==> src/rtl/perf_mon_pkg.sv <==
package perf_mon_pkg;
  // Register word offsets
  localparam int PM_A_CTRL = 0;
  localparam int PM_A_IEN  = 1;
  localparam int PM_A_FLAG = 2;
  localparam int PM_A_SEL  = 3;
  localparam int PM_A_CYC  = 4;
  localparam int PM_A_EVT0 = 5;
  // Control bit positions
  localparam int PM_C_RUN     = 0;
  localparam int PM_C_CLR_EVT = 1;
  localparam int PM_C_CLR_CYC = 2;
  localparam int PM_C_DIV     = 3;
endpackage

==> src/rtl/pm_counter.sv <==
module pm_counter #(
  parameter int W = 32
) (
  input  logic         clk,
  input  logic         rst_n,
  input  logic         clr,
  input  logic         ld,
  input  logic [W-1:0] ld_val,
  input  logic         inc,
  output logic [W-1:0] cnt,
  output logic         wrap
);
  function automatic logic at_top(input logic [W-1:0] v);
    return &v;
  endfunction

  function automatic logic [W-1:0] bump(input logic [W-1:0] v);
    return v + W'(1);
  endfunction

  // Only a real increment wraps; a load or clear in the same cycle wins
  assign wrap = inc && !ld && !clr && at_top(cnt);

  always_ff @(posedge clk or negedge rst_n) begin
    if (!rst_n)     cnt <= '0;
    else if (ld)    cnt <= ld_val;
    else if (clr)   cnt <= '0;
    else if (inc)   cnt <= bump(cnt);
  end
endmodule

==> src/rtl/pm_prescale.sv <==
module pm_prescale #(
  parameter int DIV = 64
) (
  input  logic clk,
  input  logic rst_n,
  input  logic clr,
  input  logic run,
  output logic tick
);
  localparam int PW = (DIV > 1) ? $clog2(DIV) : 1;
  localparam logic [PW-1:0] LAST = PW'(DIV - 1);

  logic [PW-1:0] pre_q;

  assign tick = run && (pre_q == LAST);

  always_ff @(posedge clk or negedge rst_n) begin
    if (!rst_n)     pre_q <= '0;
    else if (clr)   pre_q <= '0;
    else if (tick)  pre_q <= '0;
    else if (run)   pre_q <= pre_q + PW'(1);
  end
endmodule

==> src/rtl/pm_evt_sel.sv <==
module pm_evt_sel #(
  parameter int NUM_SRC = 32,
  parameter int SEL_W   = 8
) (
  input  logic [NUM_SRC-1:0] strobes,
  input  logic [SEL_W-1:0]   sel,
  output logic               hit
);
  // Codes without a matching strobe (including the unused code) never hit
  function automatic logic pick(input logic [NUM_SRC-1:0] s, input logic [SEL_W-1:0] c);
    logic r;
    r = 1'b0;
    for (int i = 0; i < NUM_SRC; i++)
      if (c == SEL_W'(i)) r = s[i];
    return r;
  endfunction

  assign hit = pick(strobes, sel);
endmodule

==> src/rtl/pm_flags.sv <==
module pm_flags #(
  parameter int N = 5
) (
  input  logic         clk,
  input  logic         rst_n,
  input  logic [N-1:0] set_vec,
  input  logic         clr_wr,
  input  logic [N-1:0] clr_mask,
  input  logic [N-1:0] ien,
  output logic [N-1:0] flags,
  output logic         irq
);
  always_ff @(posedge clk or negedge rst_n) begin
    if (!rst_n) begin
      flags <= '0;
      irq   <= 1'b0;
    end else begin
      flags <= (flags & ~(clr_wr ? clr_mask : '0)) | set_vec;
      irq   <= |(flags & ien);
    end
  end
endmodule

==> src/rtl/perf_mon.sv <==
module perf_mon
  import perf_mon_pkg::*;
#(
  parameter int CNT_W    = 32,
  parameter int NUM_EVT  = 4,
  parameter int SEL_W    = 8,
  parameter int NUM_SRC  = 32,
  parameter int PRESCALE = 64,
  parameter int ADDR_W   = $clog2(PM_A_EVT0 + NUM_EVT)
) (
  input  logic               clk,
  input  logic               rst_n,
  input  logic               reg_wr,
  input  logic [ADDR_W-1:0]  reg_addr,
  input  logic [CNT_W-1:0]   reg_wdata,
  output logic [CNT_W-1:0]   reg_rdata,
  input  logic [NUM_SRC-1:0] evt_strobe,
  output logic               irq
);
  localparam int NCTR   = NUM_EVT + 1;
  localparam int SELR_W = NUM_EVT * SEL_W;
  localparam logic [ADDR_W-1:0] AD_CTRL = ADDR_W'(PM_A_CTRL);
  localparam logic [ADDR_W-1:0] AD_IEN  = ADDR_W'(PM_A_IEN);
  localparam logic [ADDR_W-1:0] AD_FLAG = ADDR_W'(PM_A_FLAG);
  localparam logic [ADDR_W-1:0] AD_SEL  = ADDR_W'(PM_A_SEL);
  localparam logic [ADDR_W-1:0] AD_CYC  = ADDR_W'(PM_A_CYC);

  logic               en_q, div_q;
  logic [NCTR-1:0]    ien_q;
  logic [SELR_W-1:0]  sel_q;
  logic [NCTR-1:0]    ovf_q;
  logic [NCTR-1:0]    wrap_vec;
  logic [NCTR*CNT_W-1:0] cnt_all;

  // Named write events
  logic wr_ctrl, wr_ien, wr_flag, wr_sel, wr_cyc;
  logic clr_evt, clr_cyc;
  logic pre_tick, cyc_inc;

  assign wr_ctrl = reg_wr && (reg_addr == AD_CTRL);
  assign wr_ien  = reg_wr && (reg_addr == AD_IEN);
  assign wr_flag = reg_wr && (reg_addr == AD_FLAG);
  assign wr_sel  = reg_wr && (reg_addr == AD_SEL);
  assign wr_cyc  = reg_wr && (reg_addr == AD_CYC);
  assign clr_evt = wr_ctrl && reg_wdata[PM_C_CLR_EVT];
  assign clr_cyc = wr_ctrl && reg_wdata[PM_C_CLR_CYC];

  always_ff @(posedge clk or negedge rst_n) begin
    if (!rst_n) begin
      en_q  <= 1'b0;
      div_q <= 1'b0;
      ien_q <= '0;
      sel_q <= '0;
    end else begin
      if (wr_ctrl) begin
        en_q  <= reg_wdata[PM_C_RUN];
        div_q <= reg_wdata[PM_C_DIV];
      end
      if (wr_ien) ien_q <= reg_wdata[NCTR-1:0];
      if (wr_sel) sel_q <= reg_wdata[SELR_W-1:0];
    end
  end

  // Cycle counter with optional prescale
  pm_prescale #(.DIV(PRESCALE)) u_pre (
    .clk(clk), .rst_n(rst_n), .clr(clr_cyc), .run(en_q && div_q), .tick(pre_tick)
  );

  assign cyc_inc = en_q && (!div_q || pre_tick);

  pm_counter #(.W(CNT_W)) u_cyc (
    .clk(clk), .rst_n(rst_n), .clr(clr_cyc), .ld(wr_cyc), .ld_val(reg_wdata),
    .inc(cyc_inc), .cnt(cnt_all[CNT_W-1:0]), .wrap(wrap_vec[0])
  );

  // Event counters
  for (genvar k = 0; k < NUM_EVT; k++) begin : g_evt
    logic hit;
    logic wr_me;
    assign wr_me = reg_wr && (reg_addr == ADDR_W'(PM_A_EVT0 + k));

    pm_evt_sel #(.NUM_SRC(NUM_SRC), .SEL_W(SEL_W)) u_sel (
      .strobes(evt_strobe), .sel(sel_q[k*SEL_W +: SEL_W]), .hit(hit)
    );

    pm_counter #(.W(CNT_W)) u_ctr (
      .clk(clk), .rst_n(rst_n), .clr(clr_evt), .ld(wr_me), .ld_val(reg_wdata),
      .inc(en_q && hit), .cnt(cnt_all[(k+1)*CNT_W +: CNT_W]), .wrap(wrap_vec[k+1])
    );
  end

  pm_flags #(.N(NCTR)) u_flags (
    .clk(clk), .rst_n(rst_n), .set_vec(wrap_vec), .clr_wr(wr_flag),
    .clr_mask(reg_wdata[NCTR-1:0]), .ien(ien_q), .flags(ovf_q), .irq(irq)
  );

  // Read mux
  always_comb begin
    reg_rdata = '0;
    if (reg_addr == AD_CTRL) begin
      reg_rdata[PM_C_RUN] = en_q;
      reg_rdata[PM_C_DIV] = div_q;
    end else if (reg_addr == AD_IEN) begin
      reg_rdata = CNT_W'(ien_q);
    end else if (reg_addr == AD_FLAG) begin
      reg_rdata = CNT_W'(ovf_q);
    end else if (reg_addr == AD_SEL) begin
      reg_rdata = CNT_W'(sel_q);
    end else begin
      for (int i = 0; i < NCTR; i++)
        if (reg_addr == ADDR_W'(PM_A_CYC + i)) reg_rdata = cnt_all[i*CNT_W +: CNT_W];
    end
  end
endmodule

==> config.mk <==
export PLATFORM = sky130hd
export DESIGN_NAME = perf_mon
export DESIGN_NICKNAME = d
export VERILOG_FILES = /design/src/rtl/perf_mon_pkg.sv /design/src/rtl/pm_counter.sv /design/src/rtl/pm_prescale.sv /design/src/rtl/pm_evt_sel.sv /design/src/rtl/pm_flags.sv /design/src/rtl/perf_mon.sv
export SDC_FILE = /design/constraint.sdc
export NUM_CORES = 1
export LEC_CHECK = 0
export ABC_AREA = 0
export BUFFER_PORTS_ARGS = -buffer_cell sky130_fd_sc_hd__buf_2
export CAP_MARGIN = 30
export CORE_MARGIN = 2
export CORE_UTILIZATION = 45
export CTS_CLUSTER_DIAMETER = 30
export CTS_CLUSTER_SIZE = 16
export DETAILED_ROUTE_END_ITERATION = 16
export PLACE_DENSITY = 0.58
export SYNTH_ARGS = -nofsm -noshare
export SYNTH_HDL_FRONTEND = slang
export SYNTH_HIERARCHICAL = 1
export SYNTH_SLANG_ARGS = --single-unit
==> constraint.sdc <==
create_clock -name clk -period 3.08 [get_ports clk]
set_input_delay 0.308 -clock clk [delete_from_list [all_inputs] [get_ports clk]]
set_output_delay 0.308 -clock clk [all_outputs]
set_load 0.05 [all_outputs]
* Word level (Yosys, flattened, before mapping)
Index checks and enable logic that the tools add are counted.
** Word-level totals
- Bits in registers :: 211
- Latch bits :: 0
- RAM bits :: 0
- Memory bits (read-only) :: 0
- Input bits :: 71
- Output and inout port bits :: 33
- Logic and storage cells :: 373
- Memories kept :: 0
** Operators by class
- $add $sub $neg :: 6
- $mul :: 0
- Div/mod/pow operators :: 0
- Order comparisons :: 0
- Equal/unequal tests :: 133
- Shift operators :: 0
- Multiplexer cells :: 159
- Bitwise gates (word level) :: 4
- Reduce and logical (&&, ||, !) cells :: 59
** Operators with widths (count)
- $mux W32 :: 23
- $eq A8 B5 Y1 const B :: 64
- $eq A8 B4 Y1 const B :: 32
- $add A32 B1 Y32 const B :: 5
- $reduce_and A32 Y1 :: 5
- $mux W1 :: 130
- $eq A8 B3 Y1 const B :: 16
- $eq A8 B2 Y1 const B :: 8
- $logic_and A1 B1 Y1 :: 33
- $eq A8 B1 Y1 const B :: 4
- $logic_not A8 Y1 :: 4
- $mux W28 :: 1
- $mux W6 :: 3
- $reduce_bool A3 Y1 :: 6
- $eq A4 B3 Y1 const B :: 4
- $and A5 B5 Y5 :: 2
- $eq A4 B2 Y1 const B :: 2
- $logic_not A1 Y1 :: 8
- $add A6 B1 Y6 const B :: 1
- $eq A6 B6 Y1 const B :: 1
- $mux W5 :: 1
- $not A5 Y5 :: 1
- $or A5 B5 Y5 :: 1
- $reduce_or A5 Y1 :: 1
- other kinds (5) :: 5

* Logic depth before layout (Yosys ltp)
Gate-level depths: netlist of the first run.
- Depth in word-level cells :: 38
- Depth in mapped cells :: 15
- Mapped depth without buffers :: 12

* By module
Netlist of the first run, hierarchy kept.
** Modules (own cells, without submodules)
- pm_counter :: times used 5, cells each 228, area each 1960.6 um^2, sequential area each 800.8 um^2
- perf_mon :: times used 1, cells each 313, area each 3286.9 um^2, sequential area each 975.9 um^2
- pm_evt_sel :: times used 4, cells each 81, area each 513.0 um^2, sequential area each 0.0 um^2
- pm_prescale :: times used 1, cells each 32, area each 317.8 um^2, sequential area each 150.1 um^2
- pm_flags :: times used 1, cells each 19, area each 227.7 um^2, sequential area each 150.1 um^2

* Worst setup path before layout of the first run
OpenSTA, ideal clock, no wires.
- Path kind :: reg-to-reg
- Start point :: reg sel_q[26]
- End point :: reg g_evt[3].u_ctr.cnt[28]
- Library setup time :: 127 ps
- Arrival :: 2510 ps
- Data required time :: 2953 ps
- Path slack :: 443 ps
- Stages on the path, launching flop included :: 15
- Path buffers :: 2
- Clock period less this slack :: 2637 ps
- Cell sequence :: dfrtp_1 -> buf_4 -> buf_6 -> nand3b_1 -> o31ai_1 -> a22oi_1 -> a21oi_1 -> a31oi_1 -> o22ai_1 -> and2_1 -> nand3_1 -> or4_1 -> nor4_4 -> xnor2_1 -> o21ai_2
** Between the ends
- Longest elaborated chain between the ends :: 35
- Elaborated cells on any way between the ends :: 66
- Those cells by class :: 31 x eq/ne; 32 x mux; 3 x reduce/logical
** RTL lines
- start: declaration :: RTL line perf_mon.sv:30 : logic [SELR_W-1:0] sel_q;
- start signal: assignment :: RTL line perf_mon.sv:60 : if (wr_sel) sel_q <= reg_wdata[SELR_W-1:0];
- $logic_not A8 Y1 :: RTL line pm_evt_sel.sv:14 : if (c == SEL_W'(i)) r = s[i];
- $mux W1 (31 in a row) :: RTL line pm_evt_sel.sv:14
- $mux W1 (*) :: RTL line pm_evt_sel.sv:14
- net g_evt[3].hit :: RTL line perf_mon.sv:78 : logic hit;
- $logic_and A1 B1 Y1 (*) :: RTL line perf_mon.sv:88 : .inc(en_q && hit), .cnt(cnt_all[(k+1)*CNT_W +: CNT_W]), .wrap(wrap_vec[k+1])
- $reduce_bool A3 Y1 (no line) (*)
- end signal: assignment :: RTL line pm_counter.sv:26 : else if (ld) cnt <= ld_val;
- end signal: assignment :: RTL line pm_counter.sv:28 : else if (inc) cnt <= bump(cnt);
- end: declaration :: RTL line pm_counter.sv:10 : output logic [W-1:0] cnt,
Mark *: on every way through the listed nets, which the timed path passes. The rest lies on a longest branch.
A chain may end at the register's enable or synchronous reset.

* Worst setup path in the final report of the first run
- Start point :: reg sel_q[17]
- End point :: reg g_evt[2].u_ctr.cnt[28]
** Between the ends
- Longest elaborated chain between the ends :: 35
- Elaborated cells on any way between the ends :: 66
- Those cells by class :: 31 x eq/ne; 32 x mux; 3 x reduce/logical
** RTL lines (RTL line)
- $logic_not A8 Y1 :: pm_evt_sel.sv:14
- $mux W1 (31 in a row) :: pm_evt_sel.sv:14
- $mux W1 (*) :: pm_evt_sel.sv:14
- net g_evt[2].hit :: perf_mon.sv:78
- $logic_and A1 B1 Y1 (*) :: perf_mon.sv:88
- $reduce_bool A3 Y1 (no line) (*)
- end signal: assignment :: pm_counter.sv:26
- end signal: assignment :: pm_counter.sv:28
- end: declaration :: pm_counter.sv:10
Marked as above.

==> tab_implementation.tex, run 1 <==
\begin{tabular}{lr}
\hline
Metric & Value \\
\hline
\multicolumn{2}{l}{\textbf{Detailed routing}} \\
Via total after detailed routing & around 16000 \\
Initial detailed-routing violation count & between 1500 and 2000 \\
Number of detailed-route iterations in the first pass & 7 \\
Vias per std cell & 6.35 \\
Total routed wirelength & around 66000 um \\
Post-detailed-route count of antenna-violating nets & 0 \\
Residual DRC & 0 \\
Avg WL per Cell & roughly 26 um \\
\multicolumn{2}{l}{\textbf{Clock tree}} \\
Later-pin clock latency in the skew report & between 0.5 and 0.6 ns \\
Number of sinks driven by the clock tree & roughly 210 \\
Clock transition at the registers of the reported paths & 0.05 ns \\
Cell at the root of the clock tree & clkbuf\_16 \\
TritonCTS buffer count & 54 \\
Clock tree from TritonCTS & built \\
Clock Path Buffers & 3 \\
H-Tree Depth & 2 \\
\multicolumn{2}{l}{\textbf{Placement}} \\
Placer Congestion & roughly 1 \\
Final HPWL DP & between 40000 and 50000 um \\
Inst Count DP & $\sim$2400 \\
Total of buffers placed on input and output ports & 103 \\
\multicolumn{2}{l}{\textbf{Global routing}} \\
First-pass GRT wire length & between 90000 and 100000 um \\
Overall overflow remaining after global route & 0 \\
Maximum number of pins on one net before global-route repair & approximately 70 \\
GRT Resource Usage Total & about 36\% \\
Number of global-route vias before repair & 15500 \\
Antenna violations before repair & 1 \\
\multicolumn{2}{l}{\textbf{STA}} \\
Number of endpoints with negative hold slack in the final report & 0 \\
Sum of negative setup slack & 0 ns \\
Peak clock frequency supported by timing & around 330 MHz \\
Pin slew with the least headroom to its limit & between 0.9 and 1 ns \\
Setup repair after global routing missed its margin & true \\
Final clock period utilization by the worst path & 97.9\% \\
Time the final worst path needs with I/O delays and setup & 3.01 ns \\
Worst Clk Skew & 0.0201 ns \\
Final count of pins violating max slew & 0 \\
Setup violation total in the final timing report & 0 \\
Normalized max-slew margin & between 30\% and 40\% \\
\multicolumn{2}{l}{\textbf{Critical path}} \\
Maximum fanout count along the critical path & 12 \\
Startpoint type of the worst setup path & flip-flop \\
Data arrival time of the worst path & approximately 3.4 ns \\
Crit Path Class & flip-flop to flip-flop \\
Crit path max-delay family & simple AND/OR/NAND/NOR gates \\
Data required time of the worst path & 3.50 ns \\
Critical Path Max Stage Delay & 0.58 ns \\
Kind of end point of the critical path & flip-flop \\
List of cells traversed by the critical path & buf\_12 -> mux2i\_2 -> a211o\_1 -> a21oi\_2 -> a311oi\_2 -> o22ai\_2 -> and2\_4 -> nand3\_2 -> or4\_4 -> buf\_6 -> nor4\_4 -> xnor2\_1 -> o21ai\_2 \\
Buffers plus inverters on the worst setup path & 2 \\
Slowest stage cell, crit path & or4\_4 \\
\multicolumn{2}{l}{\textbf{Power and ir drop}} \\
P\_leak & around 8 nW \\
Overall power after layout & between 10 and 15 mW \\
Peak supply drop & just over 400 uV \\
Power Density & between 600 and 700 nW/um\^{}2 \\
\multicolumn{2}{l}{\textbf{Layout}} \\
Combined area of the multi-input logic cells & about 10000 um\^{}2 \\
Ratio of cells with drive above 1 in the final layout & a little over a quarter \\
Most frequent standard cell in the layout excluding fill and tap cells & nand2\_1 \\
Most used cells in the layout excluding fill and tap cells & nand2\_1, dfrtp\_1, buf\_4 \\
Non-filler cells, final & about 2500 \\
Register cell area after layout & between 5000 and 6000 um\^{}2 \\
Filler instances & around 3200 \\
Area overhead of the layout relative to synthesis & 27.0\% \\
Fin nets & about 2100 \\
Number of antenna cells inserted & 0 \\
\multicolumn{2}{l}{\textbf{Die}} \\
Core region area & around 34000 um\^{}2 \\
Num ports & 104 \\
Standard-cell rows & 68 \\
Initial standard-cell utilization of the core & between 40\% and 50\% \\
Die X & 191 um \\
Die H & roughly 190 um \\
DIE AREA & between 30000 and 40000 um\^{}2 \\
\multicolumn{2}{l}{\textbf{Synthesis}} \\
Seq cells post-synth & 211 \\
Count of distinct cell types in the synthesized netlist & 72 \\
Number of flops mapped to enable cells by yosys & 0 \\
Count of yosys warnings during synthesis & 6 \\
Synthesized instance count & approximately 1800 \\
Area of the mapped netlist & around 16000 um\^{}2 \\
Post-synthesis async set-or-reset flop share & 100\% \\
Primary flip-flop cell chosen by synthesis mapping & dfrtp\_1 \\
Sequential element share of the synthesized area & around a third \\
Post-synthesis average cell area & around 8.6 um\^{}2 \\
Syn nets & $\sim$1900 \\
\multicolumn{2}{l}{\textbf{Run status}} \\
Status & finished clean \\
\multicolumn{2}{l}{\textbf{Flow run}} \\
Max cap viols & 0 \\
\multicolumn{2}{l}{\textbf{Worst hold path}} \\
Hold Path Class & input pin to flip-flop \\
\hline
\end{tabular}
## flip-flops by register name (all words and copies together), names as in the netlist
| register | flops |
|---|---|
| g_evt.u_ctr/cnt | 128 |
| sel_q | 32 |
| u_cyc/cnt | 32 |
| u_pre/pre_q | 6 |
| ien_q | 5 |
| u_flags/flags | 5 |
| div_q | 1 |
| en_q | 1 |
| u_flags/irq | 1 |
## where the power goes
part           leakage (nW)  switching [mW]  total, mW  internal, mW
Combinational          4.45            2.03       3.71          1.67
Clock                 0.883            1.84       5.65          3.81
Sequential             2.69            1.14       4.53          3.39
Total                  8.02            5.02       13.9          8.88
## final timing paths
path	start	end	slack [ns]	cells after the start
max	sel_q[17]	g_evt[2].u_ctr/cnt[28]	0.07	13
min	reg_wdata[26]	g_evt[3].u_ctr/cnt[26]	0.11	3
max reg2reg	sel_q[17]	g_evt[2].u_ctr/cnt[28]	0.07	13
min reg2reg	u_flags/flags[4]	u_flags/flags[4]	0.52	1
max in group asynchronous	rst_n	g_evt[1].u_ctr/cnt[14]	1.88	3
min in group asynchronous	rst_n	sel_q[25]	0.31	2
## synth_stat cells, types with 6 or more instances
library cell / instances / area (um^2)
a211oi_1: 9 / 67.6
a21o_1: 10 / 75.1
a21oi_1: 70 / 350
a221oi_1: 13 / 114
a222oi_1: 17 / 170
a22oi_1: 17 / 128
a2bb2oi_1: 11 / 96.3
a31o_1: 11 / 96.3
a31oi_1: 24 / 150
and2_1: 10 / 62.6
and3_1: 28 / 175
and4_1: 10 / 87.6
buf_2: 38 / 190
buf_4: 7 / 52.6
buf_6: 23 / 259
clkbuf_1: 37 / 139
dfrtp_1: 211 / 5280
ha_1: 6 / 75.1
inv_1: 45 / 169
mux2_1: 30 / 338
mux2_2: 10 / 113
mux2i_1: 54 / 541
mux4_2: 17 / 383
nand2_1: 283 / 1060
nand2b_1: 24 / 150
nand3_1: 112 / 561
nand3b_1: 8 / 60.1
nand4_1: 45 / 282
nor2_1: 69 / 259
nor2b_1: 15 / 93.8
nor3_1: 74 / 370
nor3_2: 10 / 100
nor4_1: 29 / 181
o211ai_1: 10 / 75.1
o21ai_0: 133 / 666
o21ai_1: 22 / 110
o22ai_1: 20 / 125
o311ai_0: 11 / 96.3
o31ai_1: 11 / 82.6
or3_1: 6 / 37.5
or4_1: 10 / 75.1
xnor2_1: 70 / 613
xor2_1: 58 / 508
## through the flow
step | instance area, um^2 | hold slack [ns] | util [%] | worst slack [ns]
2_1_floorplan | 15700 | 0.0124 | - | 0.443
3_3_place_gp | 17400 | 0.313 | 50.4 | -0.256
3_5_place_dp | 17400 | 0.315 | 50.4 | -0.285
4_1_cts | 19300 | 0.0818 | 56.0 | 0.0104
5_1_grt | 19900 | 0.106 | 57.8 | -0.0522
6_report | 19900 | 0.105 | 57.8 | 0.0651
## metal layers
metal | vias up | part of all wire [%] | track usage, %
met4 | 0 | 5.4 | 16.5
met1 | 7940 | 40 | 45.1
li1 | 7198 | - | -
met2 | 833 | 48 | 60.4
met5 | - | 0 | 0
met3 | 201 | 7.5 | 5.45
## worst register-to-register path: cells and delay by family, from the launching register on
| kind | cells | cell delay [ns] |
|---|---|---|
| AND/OR/NAND/NOR | 4 | 1.01 |
| AO/OA/AOI/OAI | 5 | 0.77 |
| flip-flops | 1 | 0.43 |
| buffers and inverters | 2 | 0.32 |
| multiplexers | 1 | 0.18 |
| XOR/XNOR | 1 | 0.16 |
## repair_timing
| action | CTS | global route |
|---|---|---|
| setup buffers | 1 | 21 |
| setup endpoints to repair | 55 | 93 |
| gates cloned | 0 | 2 |
| endpoints found under the hold margin | 64 | 0 |
| hold buffers | 1 | 0 |
| pin swaps | 1 | 42 |
| gates resized for setup | 17 | 110 |
## kinds of logic (layout without fill, tap and decap cells)
logic type	after synthesis	in the layout	share of synthesized area, %
AND/OR/NAND/NOR	777	777	26.1
AO/OA/AOI/OAI	428	428	17.6
flip-flops	211	211	33.7
buffers and inverters	161	424	5.57
XOR/XNOR	128	128	7.15
multiplexers	117	117	9.48
adder cells (fa/ha/maj)	6	6	0.479
## cell type report
| class | count | share of cell area (%) |
|---|---|---|
| Clock buffer | 71 | 7.66 |
| Timing Repair Buffer | 278 | 10.3 |
| Sequential cell | 211 | 26.6 |
| Inverter | 45 | 0.848 |
| Multi-Input combinational cell | 1456 | 50.2 |
| Tap cell | 455 | 2.86 |
| Clock inverter | 30 | 1.55 |
(Power assumes the default switching activity.)
==> run 2: changes to the inputs <==
--- a/config.mk
+++ b/config.mk
@@ -5,15 +5,15 @@
 export SDC_FILE = /design/constraint.sdc
 export NUM_CORES = 1
 export LEC_CHECK = 0
-export ABC_AREA = 0
+export ABC_AREA = 1
 export BUFFER_PORTS_ARGS = -buffer_cell sky130_fd_sc_hd__buf_2
 export CAP_MARGIN = 30
 export CORE_MARGIN = 2
-export CORE_UTILIZATION = 45
+export CORE_UTILIZATION = 30
 export CTS_CLUSTER_DIAMETER = 30
 export CTS_CLUSTER_SIZE = 16
 export DETAILED_ROUTE_END_ITERATION = 16
-export PLACE_DENSITY = 0.58
+export PLACE_DENSITY = 0.41
 export SYNTH_ARGS = -nofsm -noshare
 export SYNTH_HDL_FRONTEND = slang
 export SYNTH_HIERARCHICAL = 1
==> run 2 against run 1 <==
The flow now finishes with violations (negative setup slack). Clock power up 41%. Synthesized area up 13%. Core utilization down 17 points. Wire length up 39%. Design area up 19%.
==> tab_implementation.tex, run 2 <==
\begin{tabular}{lr}
\hline
Metric & Value \\
\hline
\multicolumn{2}{l}{\textbf{Run status}} \\
Status & complete, but fails checks \\
Failing checks & negative setup slack \\
\multicolumn{2}{l}{\textbf{Power and ir drop}} \\
Combinational cell fraction of total power & 35.6\% (+8.9 points) \\
NetSw & 8.72 mW (+74\%) \\
P\_leak & 11.5 nW (+44\%) \\
Power Density & 885 nW/um\^{}2 (+27\%) \\
Proportion of power drawn by the clock network & 38.0\% (-2.7 points) \\
Overall power after layout & 21.0 mW (+51\%) \\
Sequential power share & 26.4\% (-6.2 points) \\
Switching share of total power & 41.5\% (+5.3 points) \\
Peak supply drop & 517 uV (+27\%) \\
Int Pwr & 12.3 mW (+39\%) \\
\multicolumn{2}{l}{\textbf{Synthesis}} \\
Cells taking the most area after synthesis & dfrtp\_1, nand2\_1, nor2\_1 \\
Count of distinct cell types in the synthesized netlist & 44 (-39\%) \\
Number of flops mapped to enable cells by yosys & 0 (unchanged) \\
Post-synthesis async set-or-reset flop share & 100\% (unchanged) \\
Synthesized instance count & 2812 (+54\%) \\
Cell accounting for the most synthesized area & dfrtp\_1 \\
Seq cells post-synth & 211 (unchanged) \\
Most frequently used cell type in the post-synthesis netlist & nand2\_1 \\
Sequential element share of the synthesized area & 29.8\% (-3.8 points) \\
Top-area cell type share of the netlist area & 29.8\% (-3.8 points) \\
Primary flip-flop cell chosen by synthesis mapping & dfrtp\_1 \\
Count of yosys warnings during synthesis & 6 (unchanged) \\
Post-synthesis average cell area & 6.30 um\^{}2 (-27\%) \\
Synth top cells by count & nand2\_1, nor2\_1, a21oi\_1 \\
Area of the mapped netlist & 17700 um\^{}2 (+13\%) \\
Syn nets & 2889 (+52\%) \\
\multicolumn{2}{l}{\textbf{STA}} \\
Setup repair after global routing missed its margin & true \\
Pin slew with the least headroom to its limit & 0.833 ns (-0.151 ns) \\
Peak clock frequency supported by timing & 311 MHz (-6.1\%) \\
Final setup margin & -0.132 ns (-0.197 ns) \\
Setup violation total in the final timing report & 45 (+45) \\
Final clock period utilization by the worst path & 104\% (+6.4 points) \\
Time the final worst path needs with I/O delays and setup & 3.21 ns (+0.197 ns) \\
Final count of pins violating max slew & 0 (unchanged) \\
Worst Clk Skew & 0.0216 ns (+0.00153 ns) \\
Normalized max-slew margin & 44.4\% (+10 points) \\
Number of endpoints with negative hold slack in the final report & 0 (unchanged) \\
\multicolumn{2}{l}{\textbf{Die}} \\
Standard-cell rows & 89 (+31\%) \\
DIE AREA & 61000 um\^{}2 (+68\%) \\
Num ports & 104 (unchanged) \\
Die X & 247 um (+29\%) \\
Initial standard-cell utilization of the core & 30.2\% (-15 points) \\
Core region area & 58700 um\^{}2 (+70\%) \\
Die H & 247 um (+29\%) \\
\multicolumn{2}{l}{\textbf{Placement}} \\
Total of buffers placed on input and output ports & 103 (unchanged) \\
Placer Congestion & 0.977 (+0.13\%) \\
Final HPWL DP & 67700 um (+40\%) \\
Inst Count DP & 3721 (+54\%) \\
\multicolumn{2}{l}{\textbf{Detailed routing}} \\
Initial detailed-routing violation count & 1680 (+5.9\%) \\
Vias per std cell & 5.34 (-16\%) \\
Avg WL per Cell & 23.6 um (-9.3\%) \\
Residual DRC & 0 (unchanged) \\
Total routed wirelength & 92300 um (+39\%) \\
Via total after detailed routing & 20900 (+29\%) \\
Post-detailed-route count of antenna-violating nets & 0 (unchanged) \\
Number of detailed-route iterations in the first pass & 5 (-2) \\
\multicolumn{2}{l}{\textbf{Clock tree}} \\
Cell at the root of the clock tree & clkbuf\_16 \\
H-Tree Depth & 3 (+1) \\
TritonCTS buffer count & 82 (+52\%) \\
Clock transition at the registers of the reported paths & 0.04 ns (about the same) \\
Clock tree from TritonCTS & built \\
Clock Path Buffers & 3 (unchanged) \\
Number of sinks driven by the clock tree & 211 (unchanged) \\
Later-pin clock latency in the skew report & 0.60 ns (+0.03 ns) \\
\multicolumn{2}{l}{\textbf{Global routing}} \\
First-pass GRT wire length & 131000 um (+35\%) \\
Overall overflow remaining after global route & 0 (unchanged) \\
Maximum number of pins on one net before global-route repair & 86 (+26\%) \\
Number of global-route vias before repair & 19600 (+26\%) \\
Antenna violations before repair & 4 (+3) \\
GRT Resource Usage Total & 29.4\% (-6.4 points) \\
\multicolumn{2}{l}{\textbf{Layout}} \\
Area overhead of the layout relative to synthesis & 34.2\% \\
Ratio of cells with drive above 1 in the final layout & 23.0\% (-3.3 points) \\
Layout Utilization & 40.5\% (-17 points) \\
Most frequent standard cell in the layout excluding fill and tap cells & nand2\_1 \\
Registers with the highest flip-flop counts & g\_evt.u\_ctr/cnt: 128 flops, sel\_q: 32 flops, u\_cyc/cnt: 32 flops \\
Fin nets & 3149 (+48\%) \\
Non-filler cells, final & 3912 (+54\%) \\
Most used cells in the layout excluding fill and tap cells & nand2\_1, nor2\_1, nand3\_1 \\
Number of flip-flops under the largest register name & 128 (unchanged) \\
Top register by number of flip-flops & g\_evt.u\_ctr/cnt \\
\multicolumn{2}{l}{\textbf{Critical path}} \\
Data arrival time of the worst path & 3.72 ns (+0.28 ns) \\
Data required time of the worst path & 3.59 ns (+0.09 ns) \\
Crit Path Class & flip-flop to flip-flop \\
Startpoint type of the worst setup path & flip-flop \\
Maximum fanout count along the critical path & 8 (-4) \\
Kind of end point of the critical path & flip-flop \\
\multicolumn{2}{l}{\textbf{Flow run}} \\
Max cap viols & 0 (unchanged) \\
\multicolumn{2}{l}{\textbf{Worst hold path}} \\
Hold Path Class & input pin to flip-flop \\
\hline
\end{tabular}
run 2: cells by family (layout without fill, tap and decap cells):
| logic type | count (synthesis) | after routing | synth area share (%) |
|---|---|---|---|
| muxes | 27 | 27 | 1.89 |
| other | 0 | 3 | 0 |
| buffers and inverters | 377 | 701 | 8.73 |
| DFF | 211 | 211 | 29.8 |
| and+or+nand+nor | 1724 | 1724 | 44.3 |
| AOI/OAI and AO/OA | 467 | 467 | 14.8 |
| adders and majority gates | 6 | 6 | 0.424 |
run 2: metrics by stage:
stage	TNS [ns]	setup WS (ns)	instance area [um^2]	hold WS [ns]
floorplan	0	0.431	17700	0.0124
global placement	-2.82	-0.140	19800	0.386
detailed placement	-0.940	-0.125	19800	0.382
CTS	0	0.00441	22500	0.156
global route	-35.54	-0.374	23800	0.184
finish	-3.07	-0.132	23800	0.182
run 2: worst max-delay path, cell delays in order (launching register included):
cell	delay [ns]
dfrtp_1	0.41
nor2_2	0.19
inv_1	0.10
nor2_2	0.13
nand2_1	0.07
or2_0	0.19
nand2_1	0.08
nand2_1	0.05
nand2_1	0.05
nand3_1	0.06
nand2_1	0.08
nand4_1	0.10
nand2_1	0.09
nand4_1	0.07
nand2_1	0.09
nand3_1	0.07
nand2_1	0.08
nand4_1	0.08
nor2_1	0.12
nand4_1	0.14
nand2_1	0.13
inv_2	0.07
nor2_4	0.15
buf_6	0.15
clkbuf_16	0.16
a21oi_1	0.05
a21oi_1	0.16
run 2: path summary, 6_finish.rpt:
check / start / endpoint / slack [ns] / cells past startpoint
max in group asynchronous: rst_n / sel_q[2] / 1.80 / 3
worst max-delay path: sel_q[25] / g_evt[3].u_ctr/cnt[12] / -0.13 / 26
min in group asynchronous: rst_n / u_cyc/cnt[28] / 0.30 / 2
worst min-delay path: reg_wdata[2] / g_evt[0].u_ctr/cnt[2] / 0.18 / 3
worst min register to register: u_pre/pre_q[0] / u_pre/pre_q[0] / 0.51 / 2
worst max register to register: sel_q[25] / g_evt[3].u_ctr/cnt[12] / -0.13 / 26
run 2: area by class of cell:
| cell class | instances | area, um^2 |
|---|---|---|
| sequential | 211 | 5290 |
| multi-input combinational | 2224 | 11500 |
| fill | 6261 | 34900 |
| timing repair buffer | 258 | 2120 |
| clock inverter | 10 | 136 |
| timing repair inverter | 2 | 22.5 |
| clock buffer | 138 | 2580 |
| tap | 773 | 967 |
| inverter | 293 | 1140 |
| antenna | 3 | 7.51 |
run 2: what timing repair did:
action / 4_1_cts / 5_1_grt
resized for setup: 11 / 222
setup buffers: 1 / 23
hold buffers: 1 / 0
pin swaps: 0 / 64
cloned: 0 / 15
setup endpoints to repair: 29 / 132
hold endpoints to repair: 80 / 0
run 2: routing by layer:
metal	vias up	share of wire (%)	wire, um	track usage, %
met1	10100	44	40500	39.1
li1	9834	-	-	-
met5	-	0.034	31	0
met2	779	45	41600	46.1
met3	189	6.6	6080	5.35
met4	4	4.4	4030	13.5
run 2: power groups by stage:
stage                     Combinational, mW  Clock [mW]  Sequential, mW
after floorplan                        4.66           0            4.75
final                                  7.50        7.99            5.54
after detailed placement               6.63           0            5.43
after global placement                 6.59           0            5.41
after global routing                   8.32        8.29            5.71
after CTS                              6.68        8.09            5.41
==> run 3: changes to the inputs <==
--- a/config.mk
+++ b/config.mk
@@ -5,7 +5,6 @@
 export SDC_FILE = /design/constraint.sdc
 export NUM_CORES = 1
 export LEC_CHECK = 0
-export ABC_AREA = 1
 export BUFFER_PORTS_ARGS = -buffer_cell sky130_fd_sc_hd__buf_2
 export CAP_MARGIN = 30
 export CORE_MARGIN = 2
==> run 3 against run 2 <==
The run still ends with negative setup slack left. Worst hold slack got worse by 0.090 ns. Count of clock-buffer cells in the layout shrank 47. First-iteration DRC count fell by 22%. Critical path type unchanged.
==> tab_implementation.tex, run 3 (synthesis results as in run 1) <==
\begin{tabular}{lr}
\hline
Metric & Value \\
\hline
\multicolumn{2}{l}{\textbf{Clock tree}} \\
Clock transition at the registers of the reported paths & 0.05 ns (about the same) \\
Clock tree from TritonCTS & built \\
Later-pin clock latency in the skew report & 0.59 ns (about the same) \\
TritonCTS buffer count & 66 (-20\%) \\
Clock Path Buffers & 3 (unchanged) \\
Cell at the root of the clock tree & clkbuf\_16 \\
Number of sinks driven by the clock tree & 211 (unchanged) \\
H-Tree Depth & 3 (unchanged) \\
\multicolumn{2}{l}{\textbf{STA}} \\
Final clock period utilization by the worst path & 100\% (-4.1 points) \\
Worst Clk Skew & 0.0210 ns (-0.000603 ns) \\
Setup repair after global routing missed its margin & true \\
Pin slew with the least headroom to its limit & 0.799 ns (-0.0339 ns) \\
Number of endpoints with negative hold slack in the final report & 0 (unchanged) \\
Setup violation total in the final timing report & 1 (-98\%) \\
Time the final worst path needs with I/O delays and setup & 3.09 ns (-0.125 ns) \\
Sum of negative setup slack & -0.00648 ns (+3.07 ns) \\
Normalized max-slew margin & 46.2\% (+1.8 points) \\
Final count of pins violating max slew & 0 (unchanged) \\
Hold slack & 0.0927 ns (-0.0898 ns) \\
Peak clock frequency supported by timing & 324 MHz (+4.1\%) \\
Final setup margin & -0.00648 ns (+0.125 ns) \\
\multicolumn{2}{l}{\textbf{Placement}} \\
Placer Congestion & 0.936 (-4.1\%) \\
Final HPWL DP & 52000 um (-23\%) \\
Total of buffers placed on input and output ports & 103 (unchanged) \\
Inst Count DP & 2652 (-29\%) \\
\multicolumn{2}{l}{\textbf{Detailed routing}} \\
Residual DRC & 0 (unchanged) \\
Avg WL per Cell & 24.7 um (+4.8\%) \\
Total routed wirelength & 69200 um (-25\%) \\
Via total after detailed routing & 16000 (-24\%) \\
Number of detailed-route iterations in the first pass & 7 (+2) \\
Post-detailed-route count of antenna-violating nets & 0 (unchanged) \\
Initial detailed-routing violation count & 1305 (-22\%) \\
Vias per std cell & 5.71 (+6.9\%) \\
\multicolumn{2}{l}{\textbf{Global routing}} \\
Overall overflow remaining after global route & 0 (unchanged) \\
First-pass GRT wire length & 102000 um (-22\%) \\
Antenna violations before repair & 4 (unchanged) \\
Maximum number of pins on one net before global-route repair & 78 (-9.3\%) \\
M2 GR Usage & 41.6\% (-4.6 points) \\
GRT Resource Usage Total & 25.3\% (-4.0 points) \\
Number of global-route vias before repair & 15500 (-21\%) \\
Grt met3 use & 3.41\% (-1.9 points) \\
Most Crowded Layer GR & met2 \\
Routing usage on met1 & 33.7\% (-5.3 points) \\
\multicolumn{2}{l}{\textbf{Layout}} \\
Registers with the highest flip-flop counts & g\_evt.u\_ctr/cnt: 128 flops, sel\_q: 32 flops, u\_cyc/cnt: 32 flops \\
Layout Utilization & 40.5\% (-0.047 points) \\
Number of antenna cells inserted & 0 (-3) \\
Most used cells in the layout excluding fill and tap cells & nand2\_1, dfrtp\_1, buf\_4 \\
Top register by number of flip-flops & g\_evt.u\_ctr/cnt \\
Area overhead of the layout relative to synthesis & 32.8\% \\
Non-filler cells, final & 2796 (-29\%) \\
Number of flip-flops under the largest register name & 128 (unchanged) \\
Most frequent standard cell in the layout excluding fill and tap cells & nand2\_1 \\
Ratio of cells with drive above 1 in the final layout & 26.9\% (+3.9 points) \\
Fin nets & 2141 (-32\%) \\
\multicolumn{2}{l}{\textbf{Run status}} \\
Failing checks & negative setup slack \\
Status & complete, but fails checks \\
\multicolumn{2}{l}{\textbf{Power and ir drop}} \\
Power Density & 726 nW/um\^{}2 (-18\%) \\
Peak supply drop & 365 uV (-29\%) \\
P\_leak & 8.40 nW (-27\%) \\
\multicolumn{2}{l}{\textbf{Critical path}} \\
Critical Path Max Stage Delay & 0.54 ns (+0.13 ns) \\
Data arrival time of the worst path & 3.54 ns (-0.18 ns) \\
Crit Path Class & flip-flop to flip-flop \\
Buffers plus inverters on the worst setup path & 4 (unchanged) \\
Data required time of the worst path & 3.53 ns (-0.06 ns) \\
Maximum fanout count along the critical path & 8 (unchanged) \\
Crit path max-delay family & simple AND/OR/NAND/NOR gates \\
Startpoint type of the worst setup path & flip-flop \\
Kind of end point of the critical path & flip-flop \\
Reg2Reg Setup Slack & -0.006 ns (+0.13 ns) \\
List of cells traversed by the critical path & buf\_12 -> buf\_8 -> mux2i\_1 -> nand4\_1 -> nand2\_1 -> nor2\_1 -> o21ai\_0 -> o22ai\_1 -> buf\_4 -> and2\_4 -> nand3\_4 -> or4\_4 -> buf\_6 -> nor4\_4 -> xnor2\_1 -> o21ai\_2 \\
Slowest stage cell, crit path & or4\_4 \\
\multicolumn{2}{l}{\textbf{Die}} \\
Die H & 233 um (-5.8\%) \\
Die X & 233 um (-5.8\%) \\
DIE AREA & 54100 um\^{}2 (-11\%) \\
Initial standard-cell utilization of the core & 30.5\% (+0.28 points) \\
Standard-cell rows & 83 (-6.7\%) \\
Num ports & 104 (unchanged) \\
Core region area & 51500 um\^{}2 (-12\%) \\
\multicolumn{2}{l}{\textbf{Worst hold path}} \\
Hold Path Class & input pin to flip-flop \\
\multicolumn{2}{l}{\textbf{Flow run}} \\
Max cap viols & 0 (unchanged) \\
\hline
\end{tabular}
==> run 3: worst min-delay path: stages <==
cell and delay [ns]:
buf_2 0.18, nand2_1 0.09, o21ai_1 0.06
==> run 3: timing repair <==
action                                 CTS  global route
endpoints found under the hold margin   73             0
buffers inserted                         3            21
hold buffers                             1             0
resized for setup                       51           101
setup endpoints to repair               70            84
pin swaps                               17            26
==> run 3: final timing paths <==
kind,depth (start not counted),from,end
setup / recovery,16,sel_q[25],g_evt[3].u_ctr/cnt[28]
hold / removal,3,reg_wdata[26],g_evt[3].u_ctr/cnt[26]
setup reg to reg,16,sel_q[25],g_evt[3].u_ctr/cnt[28]
hold reg to reg,1,u_flags/flags[4],u_flags/flags[4]
max in group asynchronous,3,rst_n,sel_q[19]
min in group asynchronous,2,rst_n,g_evt[1].u_ctr/cnt[4]
==> run 3: cell type report <==
| type | instances | area (um^2) |
|---|---|---|
| Sequential cell | 211 | 5290 |
| Fill cell | 5343 | 30700 |
| Tap cell | 680 | 851 |
| Timing Repair Buffer | 284 | 2240 |
| Inverter | 45 | 169 |
| Multi-Input combinational cell | 1456 | 10000 |
| Clock buffer | 91 | 1920 |
| Clock inverter | 29 | 340 |
==> run 3: per-stage QoR <==
step	worst slack [ns]	total power [mW]	cell area [um^2]
3_5_place_dp	-0.331	7.93	17800
6_report	-0.00648	15.1	20800
3_3_place_gp	-0.267	7.91	17800
2_1_floorplan	0.443	6.37	15700
4_1_cts	0.000373	14.9	20300
5_1_grt	-0.112	15.9	20800
==> run 3: metal layers <==
layer / vias up / part of all wire, % / routed length [um]
met3: 155 / 5.9 / 4080
li1: 7266 / - / -
met2: 606 / 47 / 32300
met1: 7952 / 44 / 30100
met4: 0 / 3.9 / 2690
met5: - / 0 / 0
==> run 3: power breakdown <==
group	internal, mW	leakage (nW)	switching (mW)	total [mW]
sequential	3.39	2.69	1.11	4.50
clock	4.81	1.12	2.01	6.82
combinational	1.74	4.59	2.09	3.83
